==> src/rtl/evq_pkg.sv <==
package evq_pkg;
  typedef enum logic [1:0] {
    REG_DATA = 2'd0,
    REG_STAT = 2'd1,
    REG_THR  = 2'd2,
    REG_CTRL = 2'd3
  } evq_reg_e;

  localparam int STAT_EMPTY_BIT = 16;
  localparam int STAT_FULL_BIT  = 17;
  localparam int STAT_OVF_BIT   = 18;
  localparam int CTRL_IEN_BIT   = 0;
  localparam int CTRL_FLUSH_BIT = 1;
endpackage

==> src/rtl/evq_store.sv <==
module evq_store #(
  parameter int DATA_W = 16,
  parameter int DEPTH  = 16,
  localparam int AW    = $clog2(DEPTH)
) (
  input  logic              clk,
  input  logic              rst_n,
  input  logic              push,
  input  logic              pop,
  input  logic              flush,
  input  logic [DATA_W-1:0] wdata,
  output logic [DATA_W-1:0] head
);
  logic [DATA_W-1:0] mem [DEPTH];
  logic [AW-1:0] wptr_q, wptr_d, rptr_q, rptr_d;

  always_comb begin
    wptr_d = wptr_q;
    rptr_d = rptr_q;
    if (flush) begin
      wptr_d = '0;
      rptr_d = '0;
    end else begin
      if (push) wptr_d = wptr_q + AW'(1);
      if (pop)  rptr_d = rptr_q + AW'(1);
    end
  end

  always_ff @(posedge clk or negedge rst_n) begin
    if (!rst_n) begin
      wptr_q <= '0;
      rptr_q <= '0;
    end else begin
      wptr_q <= wptr_d;
      rptr_q <= rptr_d;
    end
  end

  always_ff @(posedge clk) begin
    if (push) mem[wptr_q] <= wdata;
  end

  assign head = mem[rptr_q];
endmodule

==> src/rtl/evq_level.sv <==
module evq_level #(
  parameter int DEPTH = 16,
  localparam int LVL_W = $clog2(DEPTH + 1)
) (
  input  logic             clk,
  input  logic             rst_n,
  input  logic             push,
  input  logic             pop,
  input  logic             flush,
  output logic [LVL_W-1:0] level,
  output logic             full,
  output logic             empty
);
  logic [LVL_W-1:0] level_q, level_d;

  always_comb begin
    level_d = level_q;
    if (flush)              level_d = '0;
    else if (push && !pop)  level_d = level_q + LVL_W'(1);
    else if (pop && !push)  level_d = level_q - LVL_W'(1);
  end

  always_ff @(posedge clk or negedge rst_n) begin
    if (!rst_n) level_q <= '0;
    else        level_q <= level_d;
  end

  assign level = level_q;
  assign full  = (level_q == LVL_W'(DEPTH));
  assign empty = (level_q == '0);
endmodule

==> src/rtl/evq_irq.sv <==
module evq_irq #(
  parameter int LVL_W = 5
) (
  input  logic [LVL_W-1:0] level,
  input  logic [LVL_W-1:0] thr,
  input  logic             ien,
  output logic             irq
);
  logic thr_armed;
  assign thr_armed = (thr != '0);
  assign irq = ien && thr_armed && (level >= thr);
endmodule

==> src/rtl/evq_fifo.sv <==
module evq_fifo
  import evq_pkg::*;
#(
  parameter int DATA_W = 16,
  parameter int DEPTH  = 16,
  localparam int LVL_W = $clog2(DEPTH + 1)
) (
  input  logic              clk,
  input  logic              rst_n,
  input  logic              in_valid,
  input  logic [DATA_W-1:0] in_data,
  input  logic [1:0]        bus_addr,
  input  logic              bus_rd,
  input  logic              bus_wr,
  input  logic [31:0]       bus_wdata,
  output logic [31:0]       bus_rdata,
  output logic              irq
);
  evq_reg_e         reg_sel;
  logic [LVL_W-1:0] level, thr_q, thr_d;
  logic             full, empty;
  logic             ien_q, ien_d, ovf_q, ovf_d;
  logic             push, pop, flush, ovf_set, ovf_clr;
  logic [DATA_W-1:0] head;
  logic [31:0]      stat, rdata_d, rdata_q;
  logic             unused_wdata_bits;

  assign reg_sel = evq_reg_e'(bus_addr);
  assign flush   = bus_wr && (reg_sel == REG_CTRL) && bus_wdata[CTRL_FLUSH_BIT];
  assign pop     = bus_rd && (reg_sel == REG_DATA) && !empty;
  assign push    = in_valid && !full && !flush;
  assign ovf_set = in_valid && full;
  assign ovf_clr = bus_wr && (reg_sel == REG_STAT) && bus_wdata[STAT_OVF_BIT];
  assign unused_wdata_bits = ^bus_wdata;

  evq_store #(.DATA_W(DATA_W), .DEPTH(DEPTH)) u_store (
    .clk(clk), .rst_n(rst_n), .push(push), .pop(pop), .flush(flush),
    .wdata(in_data), .head(head)
  );

  evq_level #(.DEPTH(DEPTH)) u_level (
    .clk(clk), .rst_n(rst_n), .push(push), .pop(pop), .flush(flush),
    .level(level), .full(full), .empty(empty)
  );

  evq_irq #(.LVL_W(LVL_W)) u_irq (
    .level(level), .thr(thr_q), .ien(ien_q), .irq(irq)
  );

  always_comb begin
    thr_d = thr_q;
    ien_d = ien_q;
    if (bus_wr && reg_sel == REG_THR)  thr_d = bus_wdata[LVL_W-1:0];
    if (bus_wr && reg_sel == REG_CTRL) ien_d = bus_wdata[CTRL_IEN_BIT];
    ovf_d = ovf_set || (ovf_q && !ovf_clr);
  end

  always_comb begin
    stat = '0;
    stat[LVL_W-1:0]      = level;
    stat[STAT_EMPTY_BIT] = empty;
    stat[STAT_FULL_BIT]  = full;
    stat[STAT_OVF_BIT]   = ovf_q;
    unique case (reg_sel)
      REG_DATA: rdata_d = empty ? 32'd0 : 32'(head);
      REG_STAT: rdata_d = stat;
      REG_THR:  rdata_d = 32'(thr_q);
      REG_CTRL: rdata_d = 32'(ien_q);
      default:  rdata_d = '0;
    endcase
  end

  always_ff @(posedge clk or negedge rst_n) begin
    if (!rst_n) begin
      thr_q   <= '0;
      ien_q   <= 1'b0;
      ovf_q   <= 1'b0;
      rdata_q <= '0;
    end else begin
      thr_q <= thr_d;
      ien_q <= ien_d;
      ovf_q <= ovf_d;
      if (bus_rd) rdata_q <= rdata_d;
    end
  end

  assign bus_rdata = rdata_q;
endmodule

==> config.mk <==
export PLATFORM = sky130hd
export DESIGN_NAME = evq_fifo
export DESIGN_NICKNAME = d
export VERILOG_FILES = /design/src/rtl/evq_pkg.sv /design/src/rtl/evq_store.sv /design/src/rtl/evq_level.sv /design/src/rtl/evq_irq.sv /design/src/rtl/evq_fifo.sv
export SDC_FILE = /design/constraint.sdc
export NUM_CORES = 1
export LEC_CHECK = 0
export BUFFER_PORTS_ARGS = -buffer_cell sky130_fd_sc_hd__buf_2
export CELL_PAD_IN_SITES_DETAIL_PLACEMENT = 0
export CELL_PAD_IN_SITES_GLOBAL_PLACEMENT = 1
export CORE_UTILIZATION = 50
export DETAILED_ROUTE_END_ITERATION = 16
export GPL_TIMING_DRIVEN = 0
export PLACE_DENSITY_LB_ADDON = 0.1
export SYNTH_ARGS = -nofsm -noshare
export SYNTH_HDL_FRONTEND = slang
export SYNTH_HIERARCHICAL = 1
export SYNTH_SLANG_ARGS = --single-unit
==> constraint.sdc <==
create_clock -name clk -period 4.9 [get_ports clk]
set_clock_uncertainty 0.15 [all_clocks]
set_input_delay 0.735 -clock clk [delete_from_list [all_inputs] [get_ports clk]]
set_output_delay 0.735 -clock clk [all_outputs]
set_load 0.03 [all_outputs]
# Word-level counts from Yosys, hierarchy flattened
# Memories as Yosys holds them, arrays and structs flattened.
# Index checks and enable logic that the tools add are counted.
# op_classes
addsub	4
order_cmp	1
n_eq_ne	4
muxes	11
n_reduce_logical	28
# ops
operator	count
32-bit one-hot mux with 4 select lines	1
16-bit 2-to-1 mux	1
4-bit 2-to-1 mux	4
1-bit logical AND	15
5-bit 2-to-1 mux	3
4-bit by 1-bit adder with 4-bit output (second input constant)	2
1-bit zero test	6
5-bit by 1-bit adder with 5-bit output (second input constant)	1
5-bit == test (second input constant)	1
5-bit greater-or-equal comparator	1
5-bit zero test	1
5-bit nonzero test	1
5-bit by 1-bit subtractor with 5-bit output (second input constant)	1
2-bit == test (second input constant)	2
2-bit nonzero test	2
3-bit nonzero test	1
2-bit by 1-bit == test with 1-bit output (second input constant)	1
2-bit zero test	1
1-bit 2-to-1 mux	2
1-bit logical OR	1
# totals
ff_bits	52
ramBits	256
out_inout_bits	33
n_memories	1
# mem_list
name	words	width	read_ports	rd_ports_with_merged_regs	write_ports	line_no	rtl
u_store.mem	16	16	1	0	1	evq_store.sv:14	logic [DATA_W-1:0] mem [DEPTH];

# Logic depth before layout (Yosys ltp)
# Gate-level depths: netlist of the first run.
# depth
word_depth	10
depth_mapped	10

# By module
# The synthesis of the first run kept the hierarchy.
# modules_own_cells
module	n_inst	cells_per_inst	area_per_inst_um2	seq_area_each_um2
evq_store	1	452	10114.7	7887.6
evq_fifo	1	101	1189.9	650.6
evq_level	1	44	417.9	125.1
evq_irq	1	19	138.9	0.0

# Least setup slack after synthesis of the first run
# No wires, ideal clock.
# synth_path
path_type	input -> register
from	input port bus_addr[1]
to	memory u_store.mem[3][0], enable pin
setup_time_ps	374
arrival_ps	2385
t_required_ps	4376
setup_slack_ps	1991
cell_stages	6
n_path_buf	1
cell_sequence	nand3_1 nor2_1 nor3b_1 clkbuf_1 nor3b_1 and2_1
# synth_between
elab_chain_cells	7
# synth_rtl
item	line_no	rtl
start: declaration	evq_fifo.sv:12	input logic [1:0] bus_addr,
2-bit == test	evq_fifo.sv:29	assign flush = bus_wr && (reg_sel == REG_CTRL) && bus_wdata[CTRL_FLUSH_BIT];
1-bit logical AND (2 in series)	evq_fifo.sv:29	
via flush	evq_fifo.sv:23	logic push, pop, flush, ovf_set, ovf_clr;
1-bit zero test	evq_fifo.sv:31	assign push = in_valid && !full && !flush;
1-bit logical AND	evq_fifo.sv:31	
via push	evq_fifo.sv:23	
1-bit 2-to-1 mux	evq_store.sv:40	if (push) mem[wptr_q] <= wdata;
1-bit 2-to-1 mux (not written as such)	evq_store.sv:40	
end: declaration	evq_store.sv:14	
# The timed path passes the listed nets, and every way through them passes these cells.

# Worst setup path after layout of the first run
# layout_path
from	register u_level.level_q[0], in the netlist u_level/level[0]
to	memory u_store.mem[3][6], enable pin
# layout_between
elab_chain_cells	6
# layout_rtl
item	line_no	rtl
start: declaration	evq_level.sv:14	logic [LVL_W-1:0] level_q, level_d;
start signal: assignment	evq_level.sv:25	else level_q <= level_d;
5-bit == test	evq_level.sv:29	assign full = (level_q == LVL_W'(DEPTH));
via full	evq_fifo.sv:21	logic full, empty;
1-bit zero test	evq_fifo.sv:31	
1-bit logical AND (2 in series)	evq_fifo.sv:31	
via push	evq_fifo.sv:23	
1-bit 2-to-1 mux	evq_store.sv:40	
1-bit 2-to-1 mux (not written as such)	evq_store.sv:40	
# The timed path passes the listed nets, and every way through them passes these cells.

==> results of run 1 <==
## layer usage
layer,up-vias,GRT usage
met1,3219,0.308
met3,31,0.0311
li1,2643,-
met5,-,0
met2,210,0.383
met4,0,0.0602
## kinds of logic (layout without fill, tap and decap cells)
group,count (synthesis),after routing
AND/OR/NAND/NOR,99,99
multiplexers,74,74
buffers and inverters,56,162
other,1,13
XOR/XNOR,8,8
adder cells (fa/ha/maj),15,15
AO/OA/AOI/OAI,68,68
flip-flops,295,295
## cells in the final DEF (no fill, tap or decap), types with 2 or more instances in the layout
cell	synthesis	layout
nor2b_1	7	7
clkbuf_1	9	14
nor3b_1	2	2
xnor2_1	3	3
nor4_1	2	2
inv_1	14	14
clkinv_2	0	5
ha_1	14	14
nand2_1	27	27
buf_2	11	59
o21ai_0	11	11
a22oi_1	32	32
mux2_2	5	5
edfxtp_1	256	256
buf_4	13	13
clkinv_1	1	11
clkbuf_16	0	31
conb_1	1	13
xor2_1	4	4
a221oi_1	4	4
bufinv_16	0	3
clkinv_4	0	2
dfrtp_1	39	39
buf_6	5	5
mux4_2	65	65
nand3_1	6	6
buf_1	2	2
and2_1	18	18
a21oi_1	2	2
a22o_1	12	12
nor2_1	23	23
a2111o_1	2	2
nand4_1	5	5
mux2i_1	3	3
## metrics by stage
stage,utilization,setup slack (ps)
2_1_floorplan,-,1990
3_3_place_gp,0.546,1090
3_5_place_dp,0.546,928
4_1_cts,0.588,1240
5_1_grt,0.588,1040
6_report,0.588,1200
## sequential cells by signal, indices dropped and copies added (netlist names)
name,flops
u_store/mem,256
bus_rdata,19
thr_q,5
u_level/level,5
u_store/rptr_q,4
u_store/wptr_q,4
ien_q,1
ovf_q,1
## synthesized netlist by cell type, types with 12 or more instances
library cell	n
inv_1	14
ha_1	14
nand2_1	27
a22oi_1	32
mux4_2	65
a22o_1	12
dfrtp_1	39
and2_1	18
edfxtp_1	256
buf_4	13
nor2_1	23
## power breakdown
group | switching (mW) | internal, mW
Sequential | 0.149 | 3.03
Clock | 0.929 | 1.31
Combinational | 1.08 | 0.856
## final cells by class
cell class              count  area (um^2)
fillers                  1794         9470
flip-flops and latches    295         8660
multi-input cells         277         2920
clock buffers              36          795
well taps                 313          392
plain buffers              41          270
repair buffers             48          240
clock inverters            22          186
inverters                  15         56.3
## worst max path at each step
stage / start / endpoint / slack (ps) / cells past startpoint
floorplan: bus_addr[1] / u_store/mem[3][0] / 1990 / 6
global placement: bus_addr[1] / u_store/mem[1][13] / 1090 / 7
detailed placement: bus_addr[1] / u_store/mem[3][13] / 930 / 7
CTS: u_level/level[0] / u_store/mem[3][7] / 1240 / 6
global route: u_level/level[0] / u_store/mem[2][7] / 1040 / 6
finish: u_level/level[0] / u_store/mem[3][6] / 1200 / 6
==> metrics.md, run 1 <==
| Metric | Value |
|---|---|
| Status | `complete, no violations` |
| Family with the most delay on the worst path | `simple AND/OR/NAND/NOR gates` |
| Initial antenna violation count | `0` |
| Post-Synth Simple-Gate Area | `0.0432` |
| Hpwl dp | `between 15000 and 20000 um` |
| Crit Path Category | `flip-flop to flip-flop` |
| Sum Neg Setup Slack | `0 ps` |
| Vias in the first global route | `approximately 6300` |
| Worst min path class | `input port to asynchronous set/reset pin` |
| Post-Syn Instances | `a little over 600` |
| Worst r2r dst | `u_store/mem[3][6]` |
| Mapped Area | `between 10000 and 15000 um^2` |
| Final ANT Viol Nets | `0` |
| Most used cell, CP | `nor3b_1` |
| Dominant cells by area after synthesis | `edfxtp_1 65%, mux4_2 12%, dfrtp_1 8.2%` |
| CORE AREA | `roughly 23000 um^2` |
| CTS Sinks | `295` |
| Asr flop ratio synth | `0.132` |
| Slew headroom | `0.179` |
| WL met3 | `approximately 1500 um` |
| R2r setup slk | `around 1200 ps` |
| I/O Pins | `between 80 and 90` |
| Die span in x | `156 um` |
| Seq cells post-synth | `295` |
| Crit path buffers/inverters | `1` |
| Cell count of the worst reg-to-reg path | `6` |
| Hold_buf cts | `0` |
| Row Count | `55` |
| Crit path time final | `3700 ps` |
| Main combinational cell family by area after synthesis | `multiplexers` |
| Synthesized area per cell | `19.3 um^2` |
| Number of flops mapped to enable cells by yosys | `about 260` |
| Placed instance area | `roughly 13000 um^2` |
| DRC Markers | `0` |
| CTS tree | `yes` |
| CTS resizes | `0` |
| Worst-Margin Slew | `roughly 1200 ps` |
| Largest net degree at the start of global routing | `40` |
| Post-synth top flop | `edfxtp_1` |
| Synth Area in XOR/XNOR | `0.00654` |
| Post-synthesis sequential area ratio | `0.730` |
| Congestion Overflow GR | `0` |
| Crit-path cells | `or4_1, nor2_1, nor3b_1, clkbuf_1, nor3b_1, and2_1` |
| Top cell type by total area after synthesis | `edfxtp_1` |
| # port buffers | `48` |
| Routed length per placed instance | `about 25 um` |
| Hold Vio Cnt, Final | `0` |
| Chip height | `around 160 um` |
| Initial Util | `0.516` |
| GRT Total Usage | `0.225` |
| Setup Buffers After CTS | `0` |
| H-tree depth | `1` |
| Vias/cell | `between 5 and 6` |
| WL met1 | `around 11000 um` |
| Placed insts | `989` |
| Hold_ws | `roughly 190 ps` |
| Worst Setup End Kind | `flip-flop` |
| Setup violators final | `0` |
| Nets@finish | `about 800` |
| Reg2Reg Launch Point | `u_level/level[0]` |
| CTS Buffer Depth | `3` |
| Crit share post-route | `0.755` |
| Peak supply drop | `about 350 uV` |
| Arrival @ worst endpoint | `between 3000 and 4000 ps` |
| Vias | `around 6000` |
| Routed length on met2 | `~13000 um` |
| Antenna cell count | `0` |
| P&R area growth vs syn | `14.0%` |
| Max-Cap Viols | `0` |
| DR top layer | `met4` |
| First-pass GRT wire length | `just under 40000 um` |
| Die ar. | `around 24000 um^2` |
| FMAX | `0.270 GHz` |
| Slew Limit Fails | `0` |
| Cell variety after synth | `48` |
| P_leak | `4.71 nW` |
| Yosys warnings | `6` |
| Crit-path max cell delay | `~1000 ps` |
| RSZ-0062 raised after global routing | `false` |
| Crit path launch type | `flip-flop` |
| Multiplexer share of the synthesized area | `0.132` |
| Pwr Total | `~7.4 mW` |
| Routability congestion estimate | `between 0.8 and 0.9` |
| Synthesized-area fraction occupied by adder cells | `0.0165` |
| Crit-path max FO | `16` |
| Latest clock arrival within the worst-skew pair | `560 ps` |
| Slowest-stage cell, CP | `and2_1` |
| CTS Root Cell | `clkbuf_16` |
| Share of layout cells above drive strength 1 | `0.268` |
| Area share of the largest cell type after synthesis | `0.648` |
| Post-synthesis compound-gate area fraction | `0.0436` |
| DR pass1 iterations | `5` |
| Pwr dens | `544 nW/um^2` |
| Drt first-iter violations | `about 600` |
| Routed WL | `about 26000 um` |
| Cts bufs inserted | `31` |
| Cell Count, Final, Fillers Out | `approximately 1000` |
| Worst-path clk slew | `60 ps` |
| Post-route cell area | `about 14000 um^2` |
| CP Data Required Time | `4900 ps` |
(Power assumes the default switching activity.)
==> inputs of run 2 (changes only) <==
--- a/config.mk
+++ b/config.mk
@@ -5,10 +5,11 @@
 export SDC_FILE = /design/constraint.sdc
 export NUM_CORES = 1
 export LEC_CHECK = 0
+export ABC_AREA = 1
 export BUFFER_PORTS_ARGS = -buffer_cell sky130_fd_sc_hd__buf_2
 export CELL_PAD_IN_SITES_DETAIL_PLACEMENT = 0
 export CELL_PAD_IN_SITES_GLOBAL_PLACEMENT = 1
-export CORE_UTILIZATION = 50
+export CORE_UTILIZATION = 48
 export DETAILED_ROUTE_END_ITERATION = 16
 export GPL_TIMING_DRIVEN = 0
 export PLACE_DENSITY_LB_ADDON = 0.1
==> constraint.sdc (replaced) <==
create_clock -name clk -period 3.84 [get_ports clk]
set_clock_uncertainty 0.15 [all_clocks]
set_input_delay 0.576 -clock clk [delete_from_list [all_inputs] [get_ports clk]]
set_output_delay 0.576 -clock clk [all_outputs]
set_load 0.03 [all_outputs]
==> metrics.md, run 2 <==
| Metric | Value |
|---|---|
| Post-synth top cells | `448 x nand2_1, 256 x edfxtp_1, 224 x nand3_1, 221 x inv_1, 42 x nor2_1` |
| Hold Vio Cnt, Final | `0 (unchanged)` |
| Family with the most delay on the worst path | `simple AND/OR/NAND/NOR gates` |
| Die ar. | `28700 um^2 (+18%)` |
| Seq cells post-synth | `295 (unchanged)` |
| CP Data Required Time | `3890 ps (-1010 ps)` |
| CTS tree | `yes` |
| Worst Setup End Kind | `flip-flop` |
| Cts bufs inserted | `35 (+13%)` |
| P&R area growth vs syn | `15.8%` |
| Crit path time final | `3640 ps (-64.6 ps)` |
| Vias in the first global route | `8774 (+39%)` |
| Hold_ws | `114 ps (-74.8 ps)` |
| H-tree depth | `2 (+1)` |
| Number of flops mapped to enable cells by yosys | `256 (unchanged)` |
| Net Sw Frac | `0.368 (+0.0742)` |
| Internal | `6.89 mW (+33%)` |
| Max FFs per register | `256 (unchanged)` |
| Main combinational cell family by area after synthesis | `simple AND/OR/NAND/NOR gates` |
| Crit Path Category | `flip-flop to flip-flop` |
| Vias | `9466 (+55%)` |
| Initial antenna violation count | `0 (unchanged)` |
| Vias/cell | `5.07 (-13%)` |
| Dominant cells by area after synthesis | `edfxtp_1 57%, nand2_1 12%, nand3_1 8.3%` |
| Arrival @ worst endpoint | `3690 ps (-20 ps)` |
| CTS resizes | `0 (unchanged)` |
| Top cell type by total area after synthesis | `edfxtp_1` |
| Hold_buf cts | `0 (unchanged)` |
| Largest net degree at the start of global routing | `40 (unchanged)` |
| Routability congestion estimate | `0.804 (-2.9%)` |
| Crit-path cells | `nor2_1, nand2_1, nor2_1, nor3b_1, buf_2, nand2_1, nor2_2, buf_8` |
| Setup Buffers After CTS | `0 (unchanged)` |
| CTS Sinks | `295 (unchanged)` |
| Worst min path class | `input port to asynchronous set/reset pin` |
| Setup violators final | `0 (unchanged)` |
| Worst-Margin Slew | `1180 ps (-54.2 ps)` |
| Initial Util | `0.494 (-0.0223)` |
| Synthesized-area fraction occupied by adder cells | `0.0145 (-0.00195)` |
| Reg with most FFs | `u_store/mem` |
| Post-synth top flop | `edfxtp_1` |
| Peak supply drop | `405 uV (+17%)` |
| First-pass GRT wire length | `53600 um (+37%)` |
| Most frequent cells in the layout | `448 x nand2_1, 256 x edfxtp_1, 224 x nand3_1` |
| Slew Limit Fails | `0 (unchanged)` |
| Hpwl dp | `24000 um (+52%)` |
| Crit path buffers/inverters | `2 (+1)` |
| Synth Area in XOR/XNOR | `0.000651 (-0.00589)` |
| Yosys warnings | `6 (unchanged)` |
| Reported net switching power | `4.00 mW (+86%)` |
| Worst-path clk slew | `50 ps (about the same)` |
| Clk network pwr share | `0.284 (-0.021)` |
| Mapped Area | `13500 um^2 (+13%)` |
| CTS Root Cell | `clkbuf_16` |
| Crit path launch type | `flip-flop` |
| Post-synthesis compound-gate area fraction | `0.00846 (-0.0351)` |
| Routed length per placed instance | `19.2 um (-23%)` |
| CTS Buffer Depth | `3 (unchanged)` |
| Area share of the largest cell type after synthesis | `0.571 (-0.0768)` |
| DR pass1 iterations | `5 (unchanged)` |
| Slowest-stage cell, CP | `nor3b_1` |
| Crit-path max FO | `9 (-7)` |
| Post-Syn Instances | `1357 (+120%)` |
| Crit-path max cell delay | `960 ps (-60 ps)` |
| Max-Cap Viols | `0 (unchanged)` |
| Latest clock arrival within the worst-skew pair | `500 ps (-60 ps)` |
| Multiplexer share of the synthesized area | `0 (-0.132)` |
| CORE AREA | `27300 um^2 (+19%)` |
| Final ANT Viol Nets | `0 (unchanged)` |
| Sum Neg Setup Slack | `0 ps (unchanged)` |
| # port buffers | `46 (-4.2%)` |
| Post-Synth Simple-Gate Area | `0.229 (+0.186)` |
| Commonest non-fill, non-tap cell in the layout | `nand2_1` |
| Layout Utilization | `0.572 (-0.0164)` |
| Post-synthesis sequential area ratio | `0.644 (-0.0865)` |
| Row Count | `60 (+9.1%)` |
| Reg power frac | `0.369 (-0.063)` |
| DRC Markers | `0 (unchanged)` |
| I/O Pins | `88 (unchanged)` |
| Crit share post-route | `0.947 (+0.192)` |
| RSZ-0062 raised after global routing | `false` |
| Combinational fraction of design power | `0.347 (+0.084)` |
| Cell variety after synth | `33 (-31%)` |
| Share of layout cells above drive strength 1 | `0.137 (-0.131)` |
| Routed WL | `35900 um (+36%)` |
| P_leak | `7.04 nW (+49%)` |
| Nets@finish | `1538 (+97%)` |
| Pwr Total | `10.9 mW (+48%)` |
| Pwr dens | `699 nW/um^2 (+29%)` |
| Synthesized area per cell | `9.92 um^2 (-49%)` |
| Drt first-iter violations | `859 (+44%)` |
| Asr flop ratio synth | `0.132 (unchanged)` |
| Status | `complete, no violations` |
| Chip height | `169 um (+8.6%)` |
| Count leader, synth | `nand2_1` |
| GRT Total Usage | `0.259 (+0.0339)` |
| Die span in x | `169 um (+8.6%)` |
| FMAX | `0.275 GHz (+1.8%)` |
| Slew headroom | `0.214 (+0.0344)` |
| Congestion Overflow GR | `0 (unchanged)` |
-- run 2: changes by cell type in the layout (fill, tap and decap cells not counted), sizes merged, moves of 32 or more --
cell / previous run / this run
nand3: 6 / 225
a22oi: 32 / 0
mux4: 65 / 0
nand2: 27 / 453
buf: 80 / 128
inv: 15 / 227
-- run 2: layout make-up --
class | count | area, um^2
fill | 2336 | 11700
sequential | 295 | 8660
multi-input combinational | 775 | 3490
clock buffer | 52 | 1000
inverter | 227 | 881
buffer | 72 | 505
timing repair buffer | 62 | 492
tap | 372 | 465
clock inverter | 10 | 77.6
antenna | 2 | 5.00
-- run 2: per-stage QoR --
stage / worst slack (ps) / cells / cell area, um^2
finish: 204 / 1867 / 15600
global route: 75.0 / 1865 / 15600
CTS: 227 / 1865 / 15600
detailed placement: -17.5 / 1803 / 14500
global placement: -814 / 1787 / 14200
floorplan: 713 / 1369 / 13500
-- run 2: worst paths after layout --
path,startpoint,endpoint,slack (ps),depth (start not counted)
worst max-delay path,u_level/level[0],u_store/mem[9][8],200,8
worst min-delay path,rst_n,thr_q[2],110,1
worst max register to register,u_level/level[0],u_store/mem[9][8],200,8
worst min register to register,bus_rdata[7],bus_rdata[7],320,2
max in group asynchronous,rst_n,bus_rdata[12],2780,1
min in group clk,in_valid,ovf_q,140,3
-- run 2: layer usage --
| layer | up-vias | global-route usage | routed length (um) |
|---|---|---|---|
| li1 | 4554 | - | - |
| met1 | 4516 | 0.359 | 15500 |
| met2 | 314 | 0.417 | 16800 |
| met3 | 82 | 0.0347 | 2410 |
| met4 | 0 | 0.0987 | 1240 |
| met5 | - | 0 | 0 |
-- run 2: cell families (layout without fill, tap and decap cells) --
family | after synthesis | count (layout)
adder cells (fa/ha/maj) | 15 | 15
flip-flops | 295 | 295
other | 1 | 15
XOR/XNOR | 1 | 1
AO/OA/AOI/OAI | 18 | 18
AND/OR/NAND/NOR | 728 | 728
buffers and inverters | 299 | 423
-- run 2: power groups by stage --
stage	clock network, mW	logic [mW]	registers [mW]
after floorplan	0	2.33	4.15
after global placement	0	3.63	4.09
after detailed placement	0	3.76	4.09
after CTS	3.17	3.77	4.02
after global routing	3.29	4.13	4.06
final	3.09	3.78	4.02
-- run 2: worst register-to-register path: stages (launching register included) --
cell and delay (ps):
dfrtp_1 560, nor2_1 90, nand2_1 80, nor2_1 90
nor3b_1 970, buf_2 340, nand2_1 170, nor2_2 630
buf_8 240
==> inputs of run 3 (changes only) <==
--- a/config.mk
+++ b/config.mk
@@ -9,10 +9,12 @@
 export BUFFER_PORTS_ARGS = -buffer_cell sky130_fd_sc_hd__buf_2
 export CELL_PAD_IN_SITES_DETAIL_PLACEMENT = 0
 export CELL_PAD_IN_SITES_GLOBAL_PLACEMENT = 1
+export CORE_ASPECT_RATIO = 0.7
 export CORE_UTILIZATION = 48
 export DETAILED_ROUTE_END_ITERATION = 16
 export GPL_TIMING_DRIVEN = 0
 export PLACE_DENSITY_LB_ADDON = 0.1
+export RECOVER_POWER = 50
 export SYNTH_ARGS = -nofsm -noshare
 export SYNTH_HDL_FRONTEND = slang
 export SYNTH_HIERARCHICAL = 1
==> metrics.md, run 3 (synthesized netlist as in run 2, its figures left out) <==
| Metric | Value |
|---|---|
| Status | `finished with violations` |
| Violated checks | `capacitance limit, slew limit` |
| Pwr dens | `731 nW/um^2 (+4.6%)` |
| Hold_buf cts | `0 (unchanged)` |
| Crit path time final | `3300 ps (-336 ps)` |
| Share of layout cells above drive strength 1 | `0.127 (-0.0104)` |
| Hold_ws | `94.1 ps (-19.8 ps)` |
| Post-route cell area | `15600 um^2 (+0.38%)` |
| CORE AREA | `27200 um^2 (-0.37%)` |
| Worst min path class | `input port to flip-flop` |
| Chip height | `142 um (-16%)` |
| Placed instance area | `14500 um^2 (about the same)` |
| Pwr Total | `11.4 mW (+5.0%)` |
| Multi-input logic area | `3470 um^2 (-0.50%)` |
| Slew Limit Fails | `40 (+40)` |
| Row Count | `50 (-17%)` |
| DRC Markers | `0 (unchanged)` |
| Setup violators final | `0 (unchanged)` |
| Peak supply drop | `371 uV (-8.2%)` |
| Die ar. | `28700 um^2 (about the same)` |
| Max-Cap Viols | `1 (+1)` |
| CP Data Required Time | `3970 ps (+80 ps)` |
| RSZ-0062 raised after global routing | `false` |
| Antenna cell count | `0 (-2)` |
| Nets@finish | `1534 (-0.26%)` |
| I/O Pins | `88 (unchanged)` |
| Die span in x | `202 um (+19%)` |
| CTS Sinks | `295 (unchanged)` |
| Cell Count, Final, Fillers Out | `1853 (-0.75%)` |
| Commonest non-fill, non-tap cell in the layout | `nand2_1` |
| Crit share post-route | `0.859 (-0.0874)` |
| Hold Vio Cnt, Final | `0 (unchanged)` |
| Routed WL | `36300 um (+1.0%)` |
| Latest clock arrival within the worst-skew pair | `570 ps (+70 ps)` |
| Drt first-iter violations | `877 (+2.1%)` |
| Most frequent cells in the layout | `449 x nand2_1, 256 x edfxtp_1, 224 x nand3_1` |
| Vias/cell | `5.10 (+0.63%)` |
| DR pass1 iterations | `5 (unchanged)` |
| H-tree depth | `1 (-1)` |
| CTS Root Cell | `clkbuf_16` |
| Congestion Overflow GR | `0 (unchanged)` |
| Cts bufs inserted | `31 (-11%)` |
| Slowest-stage cell, CP | `nor3b_1` |
| Crit-path max FO | `11 (+2)` |
| Crit Path Category | `input port to flip-flop` |
| Arrival @ worst endpoint | `3430 ps (-260 ps)` |
| CTS tree | `yes` |
| Max FFs per register | `256 (unchanged)` |
| FMAX | `0.303 GHz (+10%)` |
| Vias | `9454 (-0.13%)` |
| Crit path launch type | `input port` |
| Worst-path clk slew | `60 ps (about the same)` |
| P_leak | `7.05 nW (+0.10%)` |
| Seq. cell area | `8660 um^2 (unchanged)` |
| # port buffers | `46 (unchanged)` |
| P&R area growth vs syn | `16.2%` |
| Slew headroom | `-0.657 (-0.871)` |
| Reg with most FFs | `u_store/mem` |
| Crit-path cells | `clkbuf_1, nand3_1, nor2_1, nor3b_1, buf_2, nand2_1, nor2_2, buf_8` |
| FILL cells | `2383 (+2.0%)` |
| Routability congestion estimate | `0.840 (+4.6%)` |
| Worst-Margin Slew | `2490 ps (+1310 ps)` |
| Initial Util | `0.496 (+0.00182)` |
| First-pass GRT wire length | `54300 um (+1.3%)` |
| Final ANT Viol Nets | `0 (unchanged)` |
| GRT Total Usage | `0.260 (+0.000404)` |
| Setup Buffers After CTS | `0 (unchanged)` |
| Worst Setup End Kind | `flip-flop` |
| CTS Buffer Depth | `3 (unchanged)` |
| CTS resizes | `0 (unchanged)` |
| Routed length per placed instance | `19.6 um (+1.8%)` |
| Vias in the first global route | `8795 (+0.24%)` |
| Initial antenna violation count | `0 (unchanged)` |
| Largest net degree at the start of global routing | `40 (unchanged)` |
| Crit-path max cell delay | `870 ps (-90 ps)` |
| Placed insts | `1795 (-0.44%)` |
| Hpwl dp | `24200 um (+0.75%)` |
-- run 3: cell types whose count changed in the layout (fill, tap and decap cells not counted), sizes merged --
cell / change
buf: -18
diode: -2
clkinv: +2
clkbuf: +3
bufinv: +9
-- run 3: per-layer routing --
layer  wire, um  global-route usage  share of wire
met5          0                   0              0
met4        870              0.0649          0.024
met3       2800              0.0364          0.077
met2      15300               0.380           0.42
met1      17300               0.405           0.48
-- run 3: final timing paths --
kind | startpoint | endpoint | slack, ps | cells past startpoint
hold reg to reg | bus_rdata[2] | bus_rdata[2] | 320 | 2
max in group asynchronous | rst_n | u_level/level[1] | 1500 | 1
min in group asynchronous | rst_n | bus_rdata[9] | 610 | 1
hold / removal | in_valid | ovf_q | 90 | 3
setup reg to reg | u_level/level[0] | u_store/mem[3][10] | 540 | 8
setup / recovery | bus_addr[1] | u_store/mem[3][10] | 540 | 8
-- run 3: report_power, final --
part | total (mW) | switching [mW] | internal, mW
combinational | 3.94 | 2.78 | 1.17
clock | 3.46 | 1.28 | 2.18
sequential | 4.03 | 0.172 | 3.85
total | 11.4 | 4.23 | 7.20
-- run 3: area by class of cell --
cell class / count / area share
Inverter: 227 / 0.0563
Clock inverter: 21 / 0.0240
Tap cell: 364 / 0.0291
Clock buffer: 37 / 0.0517
Multi-Input combinational cell: 775 / 0.222
Sequential cell: 295 / 0.554
Buffer: 72 / 0.0318
Timing Repair Buffer: 62 / 0.0311
-- run 3: through the flow --
| step | TNS, ps | setup slack, ps | utilization |
|---|---|---|---|
| 5_1_grt | 0 | 321 | 0.576 |
| 4_1_cts | 0 | 546 | 0.578 |
| 3_5_place_dp | 0 | 172 | 0.534 |
| 3_3_place_gp | -160210 | -752 | 0.522 |
| 6_report | 0 | 540 | 0.576 |
| 2_1_floorplan | 0 | 713 | - |
-- run 3: critical path, delay by kind of cell --
| kind | cells | cell delay [ps] |
|---|---|---|
| buffers and inverters | 3 | 800 |
| AND/OR/NAND/NOR | 5 | 2020 |
